**src/rtl/halt_pkg.sv**
```systemverilog
package halt_pkg;

    typedef enum logic [1:0] {
        ST_RUN   = 2'd0,
        ST_DEEP  = 2'd1,
        ST_LIGHT = 2'd2,
        ST_STAB  = 2'd3
    } pwr_state_e;

    typedef enum logic {
        RES_IRQ = 1'b0,
        RES_VEC = 1'b1
    } resume_e;

    typedef struct packed {
        logic osc;
        logic periph;
        logic cpu;
    } clk_en_t;

    localparam logic [1:0] MASK_WAKE_VAL = 2'b10;

    function automatic clk_en_t state_clocks(pwr_state_e s);
        clk_en_t c;
        case (s)
            ST_RUN:   c = '{osc: 1'b1, periph: 1'b1, cpu: 1'b1};
            ST_DEEP:  c = '{osc: 1'b0, periph: 1'b0, cpu: 1'b0};
            ST_LIGHT: c = '{osc: 1'b1, periph: 1'b0, cpu: 1'b0};
            default:  c = '{osc: 1'b1, periph: 1'b0, cpu: 1'b0};
        endcase
        return c;
    endfunction

endpackage

```
**src/rtl/halt_wake_src.sv**
```systemverilog
module halt_wake_src #(
    parameter int NUM_IRQ = 4
) (
    input  logic [NUM_IRQ-1:0] irq,
    output logic               any_wake
);
    logic [NUM_IRQ:0] chain;

    assign chain[0] = 1'b0;
    for (genvar g = 0; g < NUM_IRQ; g++) begin : g_or
        assign chain[g+1] = chain[g] | irq[g];
    end
    assign any_wake = chain[NUM_IRQ];
endmodule

```
**src/rtl/halt_stab_timer.sv**
```systemverilog
module halt_stab_timer #(
    parameter int SHORT_WAIT = 256,
    parameter int LONG_WAIT  = 4096
) (
    input  logic clk,
    input  logic rst,
    input  logic start,
    input  logic long_sel,
    output logic expire
);
    localparam int CW = (LONG_WAIT > SHORT_WAIT) ? $clog2(LONG_WAIT) : $clog2(SHORT_WAIT);
    localparam logic [CW-1:0] SHORT_M1 = CW'(SHORT_WAIT - 1);
    localparam logic [CW-1:0] LONG_M1  = CW'(LONG_WAIT - 1);

    logic [CW-1:0] cnt;
    logic [CW-1:0] lim_m1;
    logic          busy;

    assign expire = busy && (cnt == lim_m1);

    always_ff @(posedge clk) begin
        if (rst) begin
            cnt    <= '0;
            lim_m1 <= SHORT_M1;
            busy   <= 1'b0;
        end else if (start) begin
            cnt    <= '0;
            lim_m1 <= long_sel ? LONG_M1 : SHORT_M1;
            busy   <= 1'b1;
        end else if (busy) begin
            if (expire) begin
                busy <= 1'b0;
            end else begin
                cnt <= cnt + 1'b1;
            end
        end
    end

    AST_CNT_IN_RANGE: assert property (@(posedge clk) disable iff (rst)
        busy |-> (cnt <= lim_m1)) else $error("count past limit");
    AST_START_CLEARS: assert property (@(posedge clk) disable iff (rst)
        start |=> (busy && cnt == '0)) else $error("start did not clear");
endmodule

```
**src/rtl/halt_clk_decode.sv**
```systemverilog
module halt_clk_decode
    import halt_pkg::*;
(
    input  pwr_state_e state,
    output logic       osc_en,
    output logic       periph_clk_en,
    output logic       cpu_clk_en
);
    clk_en_t c;

    always_comb begin
        c             = state_clocks(state);
        osc_en        = c.osc;
        periph_clk_en = c.periph;
        cpu_clk_en    = c.cpu;
    end
endmodule

```
**src/rtl/halt_power_seq.sv**
```systemverilog
module halt_power_seq
    import halt_pkg::*;
#(
    parameter int NUM_IRQ    = 4,
    parameter int SHORT_WAIT = 256,
    parameter int LONG_WAIT  = 4096
) (
    input  logic               clk,
    input  logic               rst,
    input  logic               halt_req,
    input  logic               aux_osc_keep,
    input  logic [NUM_IRQ-1:0] wake_irq,
    input  logic               rst_req,
    input  logic               long_wait,
    output logic               osc_en,
    output logic               periph_clk_en,
    output logic               cpu_clk_en,
    output logic               mask_force_vld,
    output logic [1:0]         mask_force_val,
    output logic               resume_vec,
    output logic               wake_done
);
    pwr_state_e state, nxt;
    resume_e    resume_q, resume_d;
    logic       any_wake;
    logic       tmr_start;
    logic       tmr_expire;
    logic       mask_q;
    logic       wake_q;

    halt_wake_src #(.NUM_IRQ(NUM_IRQ)) u_wake (
        .irq      (wake_irq),
        .any_wake (any_wake)
    );

    halt_stab_timer #(.SHORT_WAIT(SHORT_WAIT), .LONG_WAIT(LONG_WAIT)) u_tmr (
        .clk      (clk),
        .rst      (rst),
        .start    (tmr_start),
        .long_sel (long_wait),
        .expire   (tmr_expire)
    );

    halt_clk_decode u_dec (
        .state         (state),
        .osc_en        (osc_en),
        .periph_clk_en (periph_clk_en),
        .cpu_clk_en    (cpu_clk_en)
    );

    always_comb begin
        nxt       = state;
        resume_d  = resume_q;
        tmr_start = 1'b0;
        case (state)
            ST_RUN: begin
                if (rst_req) begin
                    resume_d = RES_VEC;
                end else if (halt_req) begin
                    nxt = aux_osc_keep ? ST_LIGHT : ST_DEEP;
                end
            end
            ST_DEEP: begin
                if (rst_req || any_wake) begin
                    nxt       = ST_STAB;
                    tmr_start = 1'b1;
                    resume_d  = rst_req ? RES_VEC : RES_IRQ;
                end
            end
            ST_LIGHT: begin
                if (rst_req) begin
                    nxt       = ST_STAB;
                    tmr_start = 1'b1;
                    resume_d  = RES_VEC;
                end else if (any_wake) begin
                    nxt      = ST_RUN;
                    resume_d = RES_IRQ;
                end
            end
            default: begin
                if (rst_req) begin
                    tmr_start = 1'b1;
                    resume_d  = RES_VEC;
                end else if (tmr_expire) begin
                    nxt = ST_RUN;
                end
            end
        endcase
    end

    always_ff @(posedge clk) begin
        if (rst) begin
            state    <= ST_RUN;
            resume_q <= RES_VEC;
            mask_q   <= 1'b0;
            wake_q   <= 1'b0;
        end else begin
            state    <= nxt;
            resume_q <= resume_d;
            mask_q   <= (state == ST_RUN) && (nxt != ST_RUN);
            wake_q   <= (state != ST_RUN) && (nxt == ST_RUN);
        end
    end

    assign mask_force_vld = mask_q;
    assign mask_force_val = MASK_WAKE_VAL;
    assign resume_vec     = (resume_q == RES_VEC);
    assign wake_done      = wake_q;

    AST_CPU_NEEDS_OSC: assert property (@(posedge clk) disable iff (rst)
        cpu_clk_en |-> (osc_en && periph_clk_en)) else $error("cpu clock without oscillator");
    AST_MASK_IN_SLEEP: assert property (@(posedge clk) disable iff (rst)
        mask_force_vld |-> (!cpu_clk_en && !periph_clk_en)) else $error("mask forced while running");
    AST_MASK_ONE_CYCLE: assert property (@(posedge clk) disable iff (rst)
        mask_force_vld |=> !mask_force_vld) else $error("mask strobe too long");
    AST_LIGHT_IRQ_DIRECT: assert property (@(posedge clk) disable iff (rst)
        (state == ST_LIGHT && !rst_req && any_wake) |=> (cpu_clk_en && resume_vec == 1'b0)) else $error("light wake delayed");
    AST_WAIT_NO_RESLEEP: assert property (@(posedge clk) disable iff (rst)
        (state == ST_STAB) |=> (state == ST_STAB || state == ST_RUN)) else $error("sleep from wait");
    AST_WAKE_PULSE: assert property (@(posedge clk) disable iff (rst)
        wake_done |=> !wake_done) else $error("wake pulse too long");
    AST_WAKE_EDGE: assert property (@(posedge clk) disable iff (rst)
        wake_done |-> (cpu_clk_en && !$past(cpu_clk_en))) else $error("wake pulse misplaced");
endmodule

```
**config.mk**
```make
export PLATFORM = sky130hd
export DESIGN_NAME = halt_power_seq
export DESIGN_NICKNAME = d
export VERILOG_FILES = /design/src/rtl/halt_pkg.sv /design/src/rtl/halt_wake_src.sv /design/src/rtl/halt_stab_timer.sv /design/src/rtl/halt_clk_decode.sv /design/src/rtl/halt_power_seq.sv
export SDC_FILE = /design/constraint.sdc
export NUM_CORES = 1
export LEC_CHECK = 0
export BUFFER_PORTS_ARGS = -buffer_cell sky130_fd_sc_hd__buf_2
export CAP_MARGIN = 20
export CORE_ASPECT_RATIO = 0.6
export CORE_MARGIN = 2
export CORE_UTILIZATION = 40
export CTS_CLUSTER_SIZE = 12
export DETAILED_ROUTE_END_ITERATION = 10
export HOLD_SLACK_MARGIN = 0.15
export PLACE_DENSITY = 0.67
export RECOVER_POWER = 25
export SLEW_MARGIN = 20
export SYNTH_ARGS = -nofsm -noshare
export SYNTH_HDL_FRONTEND = slang
export SYNTH_HIERARCHICAL = 1
export SYNTH_SLANG_ARGS = --single-unit
```
**constraint.sdc**
```tcl
create_clock -name clk -period 3.2 [get_ports clk]
set_input_delay 0.96 -clock clk [delete_from_list [all_inputs] [get_ports clk]]
set_output_delay 0.96 -clock clk [all_outputs]
set_load 0.1 [all_outputs]
```
==> metrics.cfg <==
[route]
wire_per_inst_um=14.4
drc=0
drt_iter0_drc=53
routed_wl_um=2740
antenna_left=0
vias=1049
vias_per_cell=5.52
firstDrtPassIters=4

[clocking]
clkTransAtPathRegs_ns=0.07
worstSkewPairLatency_ns=0.26
cts_buffers=3
h-tree-depth=1
clkSinkCount=19
clockBufferDepth=2
ctsRootBufferMaster=clkbuf_8
post_cts_resized=0
cts_tree=yes
cts_setup_buffers=0
hold_buffers=0

[pwr]
seqPwrFrac_pct=27.2
p_int_mw=0.538
pwr-share-comb_pct=58.5
power_frac_clock_pct=14.3
p_sw_mw=0.651
swShare_pct=54.8
finalPower_mw=1.19
vdd.ir_drop.worst_mv=0.670
power.density_nw_per_um2=884
power.leakage_nw=0.492

[layout]
design_area_sq_um=1340
fin_util_pct=46.2
nets=164
drive_gt1_share_pct=21.6
final_cell_mix=dfxtp_1 (19), nand2_1 (13), buf_2 (12), a21oi_1 (9)
area_delta_synth_final_pct=8.70
layout.area.seq_sq_um=380
diodes=0
layout_commonest_cell=dfxtp_1
fillerInstances=288
multi_input_area_sq_um=764

[setup_path]
worstSetupPathType=in2reg
crit_fanout=9
end_kind=flip-flop
cp.required_ns=3.40
worstPathArrival_ns=2.83
worst_setup_path_start_kind=input pin

[sta]
clock_skew_ns=0.00220
fmax_mhz=380
hold_viol=0
rsz0062_at_grt=no
layout_min_cycle_time_ns=2.63
setup_viol=0
tightest_slew_ns=1.20
tns_ns=0
hold-worst-slack_ns=0.491
slew_viol_final=0
period_share_pct=82.2
relSlewSlack_pct=20.5

[logic_synthesis]
synth_seq_cells=19
seq_area_frac_synth_pct=30.8
netlist_area_sq_um=1240
synth_edf_count=0
synth_nets=150
yosys_warnings=6
syn_area_per_cell_sq_um=9.16
ys_async_sr_fraction_pct=0
synthFlopType=dfxtp_1
postSynthCellCount=135
yosysUniqueCellTypes=50

[floorplan]
core_sq_um=2910
io-pin-count=18
initial_core_util_pct=42.5
dieArea_sq_um=3570
die-width_um=75.8
rows=15
die_h_um=47.1

[placed_design]
gp_congestion=0.825
place_area_sq_um=1320
dp_hpwl_um=2080
io_buffers=15

[grt]
grt_max_degree=15
grt_pass1_vias=905
antenna_found_initial=0
grt_first_pass_wirelength_um=4370
overflow=0
track_usage_pct=17.4

[hold_path]
hold_class=reg2reg

[run_status]
outcome=finished, final reports clean

[flow_run]
drv_cap=0

cells by family after synthesis:
kind of cell	Yosys count	synth area share (%)
muxes	10	8.30
buffers and inverters	13	5.87
AOI/OAI and AO/OA	33	24.8
other	2	0.608
DFF	19	30.8
adders and majority gates	5	5.06
and+or+nand+nor	53	24.6
area by class of cell:
class | count | area share, %
Multi-Input combinational cell | 103 | 56.9
Sequential cell | 19 | 28.3
Timing Repair Buffer | 16 | 5.87
Tap cell | 42 | 3.91
Clock buffer | 4 | 3.35
Inverter | 6 | 1.68
Yosys cell counts, drive strengths merged (3+ instances only):
cell type / instances / area share, %
mux2i: 8 / 6.5
a31oi: 3 / 2.0
nor3: 7 / 3.2
dfxtp: 19 / 31
nand3: 5 / 3.4
nand2: 14 / 4.5
or3: 5 / 2.5
inv: 6 / 1.8
nor2: 8 / 2.4
and3: 3 / 1.9
buf: 6 / 3.7
a21oi: 9 / 3.6
a2111oi: 4 / 6.9
nand2b: 4 / 2.6
ha: 5 / 5.1
o21ai: 4 / 1.6
state kept, by name, indices dropped and copies added, names as in the netlist:
name	flops
state	2
u_tmr/busy	1
resume_vec	1
u_tmr/lim_m1	1
mask_force_vld	1
wake_done	1
u_tmr/cnt	12
metal layers:
| metal | wire length, um | up-vias | track usage (%) | part of all wire (%) |
|---|---|---|---|---|
| met2 | 1080 | 24 | 23.1 | 39 |
| li1 | - | 515 | - | - |
| met4 | 24 | 0 | 6.32 | 0.88 |
| met1 | 1520 | 506 | 25.9 | 55 |
| met5 | 0 | - | 0 | 0 |
| met3 | 118 | 4 | 5.58 | 4.3 |
final timing paths:
kind                              startpoint      endpoint  slack (ns)  cells past startpoint
worst max-delay path             wake_irq[1]  u_tmr/cnt[4]        0.57                      7
worst min-delay path            u_tmr/cnt[1]  u_tmr/cnt[1]        0.49                      2
worst max register to register      state[0]     wake_done        1.00                      5
worst min register to register  u_tmr/cnt[1]  u_tmr/cnt[1]        0.49                      2
through the flow:
| stage | cells | setup WS, ns |
|---|---|---|
| 2_1_floorplan | 135 | 0.109 |
| 3_3_place_gp | 186 | 0.412 |
| 3_5_place_dp | 186 | 0.316 |
| 4_1_cts | 190 | 0.600 |
| 5_1_grt | 190 | 0.510 |
| 6_report | 190 | 0.570 |
power by group through the flow:
stage / clock network (mW) / logic, mW / registers, mW
final: 0.170 / 0.695 / 0.323
after global routing: 0.190 / 0.749 / 0.329
after CTS: 0.177 / 0.726 / 0.320
after detailed placement: 0 / 0.723 / 0.326
after global placement: 0 / 0.707 / 0.323
after floorplan: 0 / 0.539 / 0.402
critical path, stage by stage:
cell and delay, ns:
buf_2 0.10, or4_1 0.59, a21oi_1 0.15, a21oi_1 0.15, or2_0 0.39, a2111o_1 0.41
o21ai_1 0.07
(Power assumes the default switching activity.)
